### src/rtl/stmux_pkg.sv
package stmux_pkg;

  localparam real STMUX_PI = 3.141592653589793;

  // Quarter-wave entry sampled at the middle of its bin, rounded to nearest.
  function automatic int quarter_sine(int idx, int n, int amp);
    real a;
    a = amp * $sin(STMUX_PI * (idx + 0.5) / (2.0 * n));
    return $rtoi(a + 0.5);
  endfunction

endpackage

### src/rtl/stmux_nco.sv
module stmux_nco #(
  parameter int              PH_W = 16,
  parameter logic [PH_W-1:0] INC  = 16'h24C4,
  parameter logic [PH_W-1:0] INIT = 16'h0000
) (
  input  logic            clk,
  input  logic            rst,
  input  logic            en,
  output logic [PH_W-1:0] phase
);

  always_ff @(posedge clk) begin
    if (rst)     phase <= INIT;
    else if (en) phase <= phase + INC;
  end

  // R3 (and R4 for the subcarrier instance)
  step_chk: assert property (@(posedge clk) disable iff (rst)
    en |=> (phase == PH_W'($past(phase) + INC)));


  hold_chk: assert property (@(posedge clk) disable iff (rst)
    !en |=> $stable(phase));

endmodule

### src/rtl/stmux_sine_rom.sv
module stmux_sine_rom
  import stmux_pkg::*;
#(
  parameter int PH_W  = 16,
  parameter int SIN_W = 16,
  parameter int QA    = 6
) (
  input  logic                    clk,
  input  logic                    rst,
  input  logic [PH_W-1:0]         ph,
  output logic signed [SIN_W-1:0] sin_o
);

  localparam int N   = 1 << QA;
  localparam int AMP = (1 << (SIN_W - 1)) - 1;

  logic signed [SIN_W-1:0] tbl [N];

  initial begin
    for (int i = 0; i < N; i++) tbl[i] = SIN_W'(quarter_sine(i, N, AMP));
  end

  logic [1:0]              quad;
  logic [QA-1:0]           idx_raw, idx;
  logic signed [SIN_W-1:0] rd;
  logic                    neg_q;

  assign quad    = ph[PH_W-1 -: 2];
  assign idx_raw = ph[PH_W-3 -: QA];
  // second and fourth quadrants read the table backwards
  assign idx     = quad[0] ? ~idx_raw : idx_raw;

  // synchronous read, no reset on the data path so block RAM can hold it
  always_ff @(posedge clk) rd <= tbl[idx];

  always_ff @(posedge clk) begin
    if (rst) neg_q <= 1'b0;
    else     neg_q <= quad[1];
  end

  assign sin_o = neg_q ? -rd : rd;

endmodule

### src/rtl/stmux_input.sv
module stmux_input #(
  parameter int DATA_W = 16
) (
  input  logic                     clk,
  input  logic                     rst,
  input  logic                     smp_vld,
  input  logic [DATA_W-1:0]        left_in,
  input  logic [DATA_W-1:0]        right_in,
  input  logic                     ovf_clr,
  output logic signed [DATA_W-1:0] sum_h,
  output logic signed [DATA_W-1:0] diff_s,
  output logic                     ovf_flag
);

  localparam int MAXV = 2 ** (DATA_W - 1) - 1;
  localparam int MINV = -(2 ** (DATA_W - 1));

  logic [DATA_W:0]   s_full, d_full;
  logic              d_ovf;
  logic [DATA_W-1:0] d_sat;

  assign s_full = {left_in[DATA_W-1], left_in} + {right_in[DATA_W-1], right_in};
  assign d_full = {left_in[DATA_W-1], left_in} - {right_in[DATA_W-1], right_in};
  assign d_ovf  = d_full[DATA_W] ^ d_full[DATA_W-1];
  assign d_sat  = !d_ovf         ? d_full[DATA_W-1:0] :
                  d_full[DATA_W] ? {1'b1, {(DATA_W-1){1'b0}}} :
                                   {1'b0, {(DATA_W-1){1'b1}}};

  always_ff @(posedge clk) begin
    if (rst) begin
      sum_h  <= '0;
      diff_s <= '0;
    end else if (smp_vld) begin
      sum_h  <= s_full[DATA_W:1];
      diff_s <= d_sat;
    end
  end

  always_ff @(posedge clk) begin
    if (rst)                    ovf_flag <= 1'b0;
    else if (smp_vld && d_ovf)  ovf_flag <= 1'b1;
    else if (ovf_clr)           ovf_flag <= 1'b0;
  end


  ovf_set_chk: assert property (@(posedge clk) disable iff (rst)
    (smp_vld && ((int'($signed(left_in)) - int'($signed(right_in)) > MAXV) ||
                 (int'($signed(left_in)) - int'($signed(right_in)) < MINV)))
    |=> ovf_flag);


  sat_hold_chk: assert property (@(posedge clk) disable iff (rst)
    !smp_vld |=> ($stable(diff_s) && $stable(sum_h)));


  sticky_chk: assert property (@(posedge clk) disable iff (rst)
    (ovf_flag && !ovf_clr) |=> ovf_flag);


  clear_chk: assert property (@(posedge clk) disable iff (rst)
    (ovf_clr && !smp_vld) |=> !ovf_flag);

endmodule

### src/rtl/stmux_mixer.sv
module stmux_mixer #(
  parameter int                DATA_W = 16,
  parameter int                SIN_W  = 16,
  parameter int                OUT_W  = 18,
  parameter logic [DATA_W-1:0] GAIN   = 16'h0B85
) (
  input  logic                     clk,
  input  logic                     rst,
  input  logic                     tick,
  input  logic signed [DATA_W-1:0] sum_h,
  input  logic signed [DATA_W-1:0] diff_s,
  input  logic signed [SIN_W-1:0]  sin_sub,
  input  logic signed [SIN_W-1:0]  sin_pil,
  output logic [OUT_W-1:0]         comp_out,
  output logic                     comp_vld
);

  localparam int PW = DATA_W + SIN_W;
  localparam int SH = SIN_W - 1;

  logic                      s1_vld;
  logic signed [DATA_W-1:0]  s1_sum, s1_diff;
  logic signed [PW-1:0]      p_sub;
  logic signed [PW:0]        p_pil;
  logic signed [DATA_W:0]    gain_s;
  logic signed [OUT_W-1:0]   t_sum, t_sub, t_pil, mix;

  assign gain_s = $signed({1'b0, GAIN});

  // stage 1: capture held audio alongside the table read of the same tick
  always_ff @(posedge clk) begin
    if (rst) begin
      s1_vld  <= 1'b0;
      s1_sum  <= '0;
      s1_diff <= '0;
    end else begin
      s1_vld <= tick;
      if (tick) begin
        s1_sum  <= sum_h;
        s1_diff <= diff_s;
      end
    end
  end

  assign p_sub = s1_diff * sin_sub;
  assign p_pil = gain_s * sin_pil;
  assign t_sum = OUT_W'(s1_sum);
  assign t_sub = OUT_W'(p_sub >>> SH);
  assign t_pil = OUT_W'(p_pil >>> SH);
  assign mix   = t_sum + t_sub + t_pil;

  // stage 2: registered composite
  always_ff @(posedge clk) begin
    if (rst) begin
      comp_vld <= 1'b0;
      comp_out <= '0;
    end else begin
      comp_vld <= s1_vld;
      if (s1_vld) comp_out <= mix;
    end
  end


  tick_to_s1_chk: assert property (@(posedge clk) disable iff (rst)
    tick |=> s1_vld);


  s1_to_out_chk: assert property (@(posedge clk) disable iff (rst)
    s1_vld |=> comp_vld);


  no_spurious_vld_chk: assert property (@(posedge clk) disable iff (rst)
    !s1_vld |=> (!comp_vld && $stable(comp_out)));

endmodule

### src/rtl/stereo_mpx_gen.sv
module stereo_mpx_gen #(
  parameter int                DATA_W     = 16,
  parameter int                PH_W       = 16,
  parameter int                SIN_W      = 16,
  parameter int                LUT_QA     = 6,
  parameter logic [PH_W-1:0]   PILOT_INC  = 16'h24C4,
  parameter logic [PH_W-1:0]   SUB_PH0    = 16'h0000,
  parameter logic [DATA_W-1:0] PILOT_GAIN = 16'h0B85
) (
  input  logic              clk,
  input  logic              rst,
  input  logic              smp_vld,
  input  logic [DATA_W-1:0] left_in,
  input  logic [DATA_W-1:0] right_in,
  input  logic              tick,
  input  logic              ovf_clr,
  output logic [DATA_W+1:0] comp_out,
  output logic              comp_vld,
  output logic              ovf_flag
);

  localparam int              OUT_W   = DATA_W + 2;
  localparam logic [PH_W-1:0] SUB_INC = PILOT_INC << 1;

  logic [PH_W-1:0]          pil_ph, sub_ph, lock_ph;
  logic signed [SIN_W-1:0]  sin_pil, sin_sub;
  logic signed [DATA_W-1:0] sum_h, diff_s;

  stmux_input #(.DATA_W(DATA_W)) i_input (
    .clk(clk), .rst(rst), .smp_vld(smp_vld), .left_in(left_in),
    .right_in(right_in), .ovf_clr(ovf_clr), .sum_h(sum_h),
    .diff_s(diff_s), .ovf_flag(ovf_flag));

  stmux_nco #(.PH_W(PH_W), .INC(PILOT_INC), .INIT('0)) i_nco_pil (
    .clk(clk), .rst(rst), .en(tick), .phase(pil_ph));

  stmux_nco #(.PH_W(PH_W), .INC(SUB_INC), .INIT(SUB_PH0)) i_nco_sub (
    .clk(clk), .rst(rst), .en(tick), .phase(sub_ph));

  stmux_sine_rom #(.PH_W(PH_W), .SIN_W(SIN_W), .QA(LUT_QA)) i_rom_pil (
    .clk(clk), .rst(rst), .ph(pil_ph), .sin_o(sin_pil));

  stmux_sine_rom #(.PH_W(PH_W), .SIN_W(SIN_W), .QA(LUT_QA)) i_rom_sub (
    .clk(clk), .rst(rst), .ph(sub_ph), .sin_o(sin_sub));

  stmux_mixer #(.DATA_W(DATA_W), .SIN_W(SIN_W), .OUT_W(OUT_W),
                .GAIN(PILOT_GAIN)) i_mixer (
    .clk(clk), .rst(rst), .tick(tick), .sum_h(sum_h), .diff_s(diff_s),
    .sin_sub(sin_sub), .sin_pil(sin_pil), .comp_out(comp_out),
    .comp_vld(comp_vld));

  assign lock_ph = (pil_ph << 1) + SUB_PH0;


  sub_lock_chk: assert property (@(posedge clk) disable iff (rst)
    sub_ph == lock_ph);

endmodule

### config.mk
export PLATFORM = sky130hd
export DESIGN_NAME = stereo_mpx_gen
export DESIGN_NICKNAME = d
export VERILOG_FILES = /design/src/rtl/stmux_pkg.sv /design/src/rtl/stmux_nco.sv /design/src/rtl/stmux_sine_rom.sv /design/src/rtl/stmux_input.sv /design/src/rtl/stmux_mixer.sv /design/src/rtl/stereo_mpx_gen.sv
export SDC_FILE = /design/constraint.sdc
export NUM_CORES = 1
export LEC_CHECK = 0
export BUFFER_PORTS_ARGS = -buffer_cell sky130_fd_sc_hd__buf_2
export CAP_MARGIN = 20
export CELL_PAD_IN_SITES_DETAIL_PLACEMENT = 1
export CELL_PAD_IN_SITES_GLOBAL_PLACEMENT = 1
export CORE_MARGIN = 2
export CORE_UTILIZATION = 51
export CTS_BUF_LIST = sky130_fd_sc_hd__clkbuf_2
export DETAILED_ROUTE_END_ITERATION = 12
export GPL_ROUTABILITY_DRIVEN = 0
export HOLD_SLACK_MARGIN = 0.08
export PLACE_DENSITY = 0.91
export SLEW_MARGIN = 20
export SYNTH_ARGS = -nofsm -noshare
export SYNTH_HDL_FRONTEND = slang
export SYNTH_SLANG_ARGS = --single-unit
### constraint.sdc
create_clock -name clk -period 11.3 [get_ports clk]
set_input_delay 1.695 -clock clk [delete_from_list [all_inputs] [get_ports clk]]
set_output_delay 1.695 -clock clk [all_outputs]
set_load 0.03 [all_outputs]
==> results.md, run 1 <==
Drt:
- The count of unresolved DRC violations after routing is 0.
- The average wire per standard cell is 22.71 um.
- The number of violations reported at the end of detailed-routing iteration 0 is 1610.
- The total iterations of the first detailed-routing run is 6.
- Dividing the detail-routed via count by the number of cells gives 6.076.
- The detailed-route via count is 20700.
- The antenna violation net count after detailed routing is 0.
- The final routed wirelength across all metal layers is 77360 um.

Critical path:
- The worst register-to-register path begins at i_rom_sub.rd[0].
- The largest single stage delay on the critical path is 0.71 ns.
- The capture point of the critical path is i_mixer.comp_out[17].
- The timing startpoint of the critical path is i_rom_sub.rd[0].
- The endpoint identified for the worst register-to-register timing path is i_mixer.comp_out[17].
- The cell at the slowest stage of the critical path is o41ai_1.
- STA classifies the critical path startpoint as a register.
- At the worst endpoint, the required time is 12.06 ns.
- The worst reg-to-reg setup slack is 0.46 ns.
- The critical path capture point type is a register.
- By startpoint and endpoint, the worst setup path is classified as register to register.
- For the worst flop-to-flop path, the logic depth is 35.
- The most common cell type on the critical path is fa_1.
- The largest fanout on the critical path is 17.
- The data arrival time of the worst path is 11.60 ns.

CTS:
- TritonCTS built the clock tree.
- The maximum clock path buffer count is 2.
- The number of buffers inserted by post-CTS setup repair is 0.
- Once the clock tree was built, the resizer swapped 0 gates to a different size.
- At the later pin of the worst-skew pair, clock insertion delay measures 0.87 ns.
- The clock transition at the registers of the reported paths is 0.28 ns.
- The number of clock buffers added by TritonCTS is 17.
- The library cell used as clock root buffer is clkbuf_2.
- CTS built an H-tree with a depth of 4.
- Hold repair after CTS inserted 0 buffers.
- The number of sinks on the clock net is 144.

Synth:
- Counting flops and latches in the post-synthesis netlist gives 144.
- The mapped cell area is 0.02370 mm^2.
- The leading register cell type out of synthesis is dfxtp_1.
- The dominant cell by count in the synthesized netlist is inv_1.
- After synthesis, the cell types taking the most area are fa_1 (28%), ha_1 (13%), dfxtp_1 (12%).
- The synthesized design contains 0 enable-type register cells.
- The yosys synthesis warning count is 0.
- Counting every net in the synthesized netlist gives 3423.
- The async set or reset register ratio after synthesis is 0%.
- The area share of the largest cell type after synthesis is 28.13%.
- The number of different library cells in the post-synthesis netlist is 81.
- The average instance in the mapped netlist occupies 8.435 um^2.
- The share of the Yosys chip area taken by registers is 12.16%.
- The commonest cells after synthesis are inv_1 (478), fa_1 (333), nand2_1 (251).
- The largest total area in the synthesized netlist belongs to fa_1.
- Counting every instance in the synthesized netlist gives 2810.

Global route:
- The all-layer global routing usage is 32.84%.
- Summed over all layers, the global routing overflow is 0.
- The number of global-route vias before repair came to 23360.
- The largest net degree at the start of global routing is 94.
- The number of antenna violations at the first check in global routing was 3.
- The first global-routing pass estimated 123800 um of wire.

Placed design:
- Port buffering added 56 buffers.
- The wire-length estimate of the detail-placed layout is 62190 um.

Layout:
- The total number of nets in the final design is 3403.
- Compared with the post-synthesis result, the final layout area differs by 4.830%.
- The post-route netlist has 5.958% of its cells at a drive strength greater than 1.

Timing:
- The setup TNS is 0 ns.
- The final worst-path cycle share is 95.96%.
- At the pin with the least slew margin, the transition time is 1.246 ns.
- Setup violations remaining at the end of the flow were counted as 0.
- The final hold violation count is 0.
- For this run, the top clock speed supported by timing is 0.09222 GHz.
- The number of pins exceeding their max-slew limit in the final report came to 0.
- The relative max-transition margin is 15.86%.
- Across all hold checks on the routed design, the worst slack comes to 0.5005 ns.
- Setup repair after global routing left no endpoint under its margin.
- The routed design could run at a clock period as short as 10.84 ns.
- The clock arrives with 0.04774 ns of skew.

Die:
- From bottom edge to top edge, the die measures 219.6 um.
- The floorplan has 78 rows.
- The die is 219.6 um wide.
- The initial utilization of the core area, before any placement, comes to 51.90%.
- The count of boundary I/O pins is 57.
- The standard cell core area is 0.04567 mm^2.
- The floorplan step defined a die boundary enclosing 0.04822 mm^2.

Min path:
- The cell depth of the worst min-delay path is 1.
- The path class of the tightest hold or removal check is register to register.

Run:
- The reported max-cap violation count is 0.

Status:
- The flow ran to the end, and the final reports show no timing, DRC or antenna violations.
[state kept, by name, summed over array words and instances (netlist names), 14 cells and up]
name,flops
i_mixer.s1_diff,16
i_nco_pil.phase,14
i_mixer.comp_out,18
i_input.diff_s,16
i_rom_sub.rd,15
i_rom_pil.rd,15
i_input.sum_h,16
i_mixer.s1_sum,16
[kinds of logic (layout without fill, tap and decap cells)]
family	Yosys count	in the layout	synth area share (%)
flops	144	144	12.16
buf+inv	618	611	9.919
simple gates	792	792	15.89
other cells	0	3	0
fa+ha+maj	586	586	41.38
xor+xnor	140	140	5.205
compound gates	479	479	13.19
mux	51	51	2.259
[cell type report]
type                       instances  area [um^2]
inverter                         484         1817
multi-input combinational       2048        18530
tap                              600        750.7
clock inverter                    15        200.2
sequential                       144         2883
clock buffer                      17        85.08
fill                            5503        20830
antenna                            3        7.507
timing repair buffer              95        575.6
[worst min-delay path by stage]
stage | start | endpoint | slack [ns]
after floorplan | i_input.sum_h[12] | i_input.sum_h[12] | 0.45
after CTS | i_mixer.comp_out[5] | i_mixer.comp_out[5] | 0.50
after global routing | i_mixer.comp_out[5] | i_mixer.comp_out[5] | 0.53
after global placement | i_mixer.comp_out[5] | i_mixer.comp_out[5] | 0.47
after detailed placement | i_mixer.comp_out[5] | i_mixer.comp_out[5] | 0.47
final | i_nco_pil.phase[15] | i_rom_pil.neg_q | 0.50
[per-layer routing]
| metal | GRT usage, % | up-vias | share of wire (%) |
|---|---|---|---|
| met4 | 18.66 | 2 | 5.9 |
| met1 | 36.97 | 10440 | 37 |
| met2 | 59.21 | 855 | 51 |
| met5 | 0 | - | 0.017 |
| li1 | - | 9081 | - |
| met3 | 4.900 | 314 | 5.5 |
[cells in the final DEF (no fill, tap or decap), types with 9 or more instances in the layout]
| cell | synthesis | routed |
|---|---|---|
| or2_2 | 11 | 11 |
| inv_1 | 478 | 478 |
| nand3_1 | 45 | 45 |
| o21ai_0 | 105 | 105 |
| o31ai_1 | 14 | 14 |
| and3_1 | 11 | 11 |
| ha_1 | 243 | 243 |
| nand4_1 | 9 | 9 |
| clkbuf_2 | 0 | 17 |
| nand3b_1 | 10 | 10 |
| buf_4 | 0 | 40 |
| mux2i_1 | 49 | 49 |
| dfxtp_1 | 144 | 144 |
| fa_1 | 333 | 333 |
| o21bai_1 | 9 | 9 |
| o41ai_1 | 9 | 9 |
| a221oi_1 | 9 | 9 |
| o21a_1 | 10 | 10 |
| nor3_1 | 51 | 51 |
| nand2_1 | 251 | 251 |
| buf_2 | 7 | 55 |
| and2_1 | 108 | 108 |
| a21oi_1 | 120 | 120 |
| or3_1 | 12 | 12 |
| xor2_1 | 46 | 42 |
| maj3_1 | 9 | 9 |
| a211oi_1 | 50 | 50 |
| nor2b_1 | 24 | 24 |
| a21o_1 | 18 | 18 |
| xnor2_1 | 93 | 89 |
| a311oi_1 | 11 | 11 |
| o311ai_0 | 9 | 9 |
| nor2_1 | 211 | 211 |
| nand2b_1 | 12 | 12 |
| a31oi_1 | 31 | 31 |
| o211ai_1 | 25 | 25 |
[worst max-delay path: cells and delay by family, from the launching register on]
kind	cells	cell delay, ns
DFF	1	0.52
adders and majority gates	9	3.90
and+or+nand+nor	5	1.13
AOI/OAI and AO/OA	11	3.75
xor gates and xnor gates	3	0.76
buffers and inverters	7	0.68
[metrics by stage]
| step | setup WS (ns) | instance area, um^2 | utilization [%] | std cells |
|---|---|---|---|---|
| after global routing | 0.06742 | 24850 | 54.40 | 3405 |
| after global placement | 1.574 | 24550 | 53.76 | 3371 |
| after detailed placement | 0.6197 | 24550 | 53.76 | 3371 |
| after CTS | 0.5362 | 24840 | 54.39 | 3403 |
| after floorplan | 2.424 | 23700 | - | 2810 |
| final | 0.4563 | 24850 | 54.40 | 3406 |
Power of run 1 is left out: the tool's default activity adds up to more than one toggle a clock period on the data nets, which glitch-free logic cannot reach.
==> run 2, diff against run 1 <==
PLACE_DENSITY = default   (was 0.91)
PLACE_DENSITY_LB_ADDON = 0.1   (was default)
==> run 2 against run 1 <==
  * Via count shrank 5.7%
  * Clock skew is 0.023 ns higher
  * Core utilization is 0.21 points lower
  * Sequential share of layout area hardly changed
  * Routed wire length is 14% lower
  * Critical path depth increased by 1
  * Global-route usage shrank 3.9 points
  * Flip-flop and latch count did not move
  * Highest routed layer is now met4
==> results.md, run 2 (same netlist as run 1, synthesis figures left out) <==
Drt:
- The final routed wirelength across all metal layers came to 66320 um (-14%).
- The number of violations reported at the end of detailed-routing iteration 0 is 988 (-39%).
- The antenna violation net count after detailed routing is 0 (unchanged).
- The post-detailed-route via-to-cell ratio is 5.728 (-5.7%).
- The total iterations of the first detailed-routing run is 6 (unchanged).
- The detailed-route via count was 19520 (-5.7%).
- The average wire per standard cell was 19.47 um (-14%).
- The count of unresolved DRC violations after routing is 0 (unchanged).

Die:
- The vertical die dimension is 219.6 um (unchanged).
- The initial core utilization is 51.90% (unchanged).
- The full die area is 0.04822 mm^2 (unchanged).
- The count of boundary I/O pins is 57 (unchanged).
- The overall die width is 219.6 um (unchanged).
- The site row count is 78 (unchanged).
- The standard cell core area is 0.04567 mm^2 (unchanged).

Critical path:
- The startpoint class of the critical path is a register.
- STA classifies the critical path endpoint as a register.
- The delay of the slowest cell on the worst path is 0.74 ns (+0.03 ns).
- The required time of the worst setup path was 12.15 ns (+0.09 ns).
- The largest fanout on the critical path was 17 (unchanged).
- The type of the worst setup path is register to register.
- For this design, the slowest cell found on the critical path is o41ai_1.
- The data arrival time of the worst path is 11.25 ns (-0.35 ns).
- The most common cell type on the critical path is fa_1.

Layout:
- In the layout the commonest cells are inv_1 (478), fa_1 (333), nand2_1 (251), ha_1 (243), nor2_1 (211).
- The fraction of layout instances using a drive strength above 1 is 5.882% (-0.076 points).
- The number of flip-flops under the largest register name is 18 (unchanged).
- From synthesis to final layout, the design area changed by 4.434%.
- The register name with the most flops is i_mixer.comp_out.
- The total number of nets in the final design was 3405 (+0.059%).
- The library cell used most frequently in the layout, excluding fill and tap cells, is inv_1.

CTS:
- The clock transition at the registers of the reported paths is 0.29 ns (about the same).
- The maximum clock path buffer count is 2 (unchanged).
- The number of levels the H-tree was split into was 4 (unchanged).
- The clock insertion delay at the later pin of the skew report is 0.98 ns (+0.11 ns).
- The number of buffers inserted by hold repair at cts is 0 (unchanged).
- The post-cts gate resize count is 0 (unchanged).
- The CTS tree is yes.
- The number of buffers inserted by post-CTS setup repair is 0 (unchanged).
- The number of buffers created by CTS is 17 (unchanged).
- The tree is rooted in a clkbuf_2.
- The number of sinks on the clock net is 144 (unchanged).

Timing:
- The worst setup skew after layout is 0.07071 ns (+0.02297 ns).
- The number of pins exceeding their max-slew limit in the final report is 0 (unchanged).
- The final hold violation count is 0 (unchanged).
- The achievable clock frequency is 0.09620 GHz (+4.3%).
- Setup repair after global routing left no endpoint under its margin.
- The relative max-transition margin is 28.90% (+13 points).
- The final setup violation count is 0 (unchanged).
- The final period demand of the worst path was 10.40 ns (-0.4486 ns).
- The slew at the pin closest to its max-slew limit came to 1.063 ns (-0.1837 ns).
- The setup TNS came to 0 ns (unchanged).
- The final worst-path cycle share was 91.99% (-4.0 points).

Global route:
- The number of global-route vias before repair is 21370 (-8.5%).
- The number of antenna violations at the first check in global routing is 2 (-1).
- The largest net degree at the start of global routing is 77 (-18%).
- The residual overflow from global routing is 0 (unchanged).
- The first-pass GRT wire length is 110600 um (-11%).
- The all-layer global routing usage is 28.97% (-3.9 points).

Placed design:
- The placed wire-length estimate is 53490 um (-14%).
- The count of input and output buffers is 56 (unchanged).

Min path:
- The class of the tightest hold or removal check is register to register.

Status:
- The run finished with clean final reports.

Run:
- The reported max-cap violation count is 0 (unchanged).
## run 2: cell types whose count changed in the layout (fill, tap and decap cells not counted), sizes merged
cell      delta
clkinv       +4
bufinv       -3
inv          -3
buf          +2
clkbuf       +1
clkinvlp     +1
diode        -1
## run 2: path summary, 6_finish.rpt
path                       startpoint              endpoint  slack [ns]  cells after the start
setup / recovery      i_rom_sub.rd[0]  i_mixer.comp_out[15]        0.90                     36
hold / removal    i_mixer.comp_out[5]   i_mixer.comp_out[5]        0.49                      2
setup reg to reg      i_rom_sub.rd[0]  i_mixer.comp_out[15]        0.90                     36
hold reg to reg   i_mixer.comp_out[5]   i_mixer.comp_out[5]        0.49                      2
## run 2: critical path, delay by kind of cell, from the launching register on
kind	cells	cell delay, ns
adder cells (fa/ha/maj)	9	3.96
AO/OA/AOI/OAI	11	3.53
AND/OR/NAND/NOR	7	1.26
buffers and inverters	7	0.63
flip-flops	1	0.57
XOR/XNOR	2	0.29
## run 2: layout make-up
type | instances | area (um^2)
antenna | 2 | 5.005
clock buffer | 18 | 90.09
sequential | 144 | 2883
multi-input combinational | 2048 | 18530
tap | 600 | 750.7
clock inverter | 14 | 88.84
timing repair buffer | 97 | 590.6
fill | 5558 | 20920
inverter | 484 | 1817
## run 2: metal layers
layer	vias to the layer above	part of all wire, %	wire length [um]	track usage (%)
met5	-	0	0	0
met4	0	2.1	1397	7.517
met3	92	3.4	2278	3.602
met2	417	52	34170	52.21
met1	9896	43	28480	36.66
li1	9111	-	-	-
## run 2: metrics by stage
step	area [um^2]	std cells	utilization, %	hold WS (ns)	worst slack [ns]
CTS	24750	3405	54.19	0.4959	0.9344
finish	24750	3407	54.20	0.4915	0.9050
detailed placement	24570	3373	53.79	0.4681	1.057
floorplan	23700	2810	-	0.4528	2.424
global route	24750	3407	54.20	0.5086	0.1749
global placement	24570	3373	53.79	0.4629	1.416
Power of run 2 is left out for the same reason.
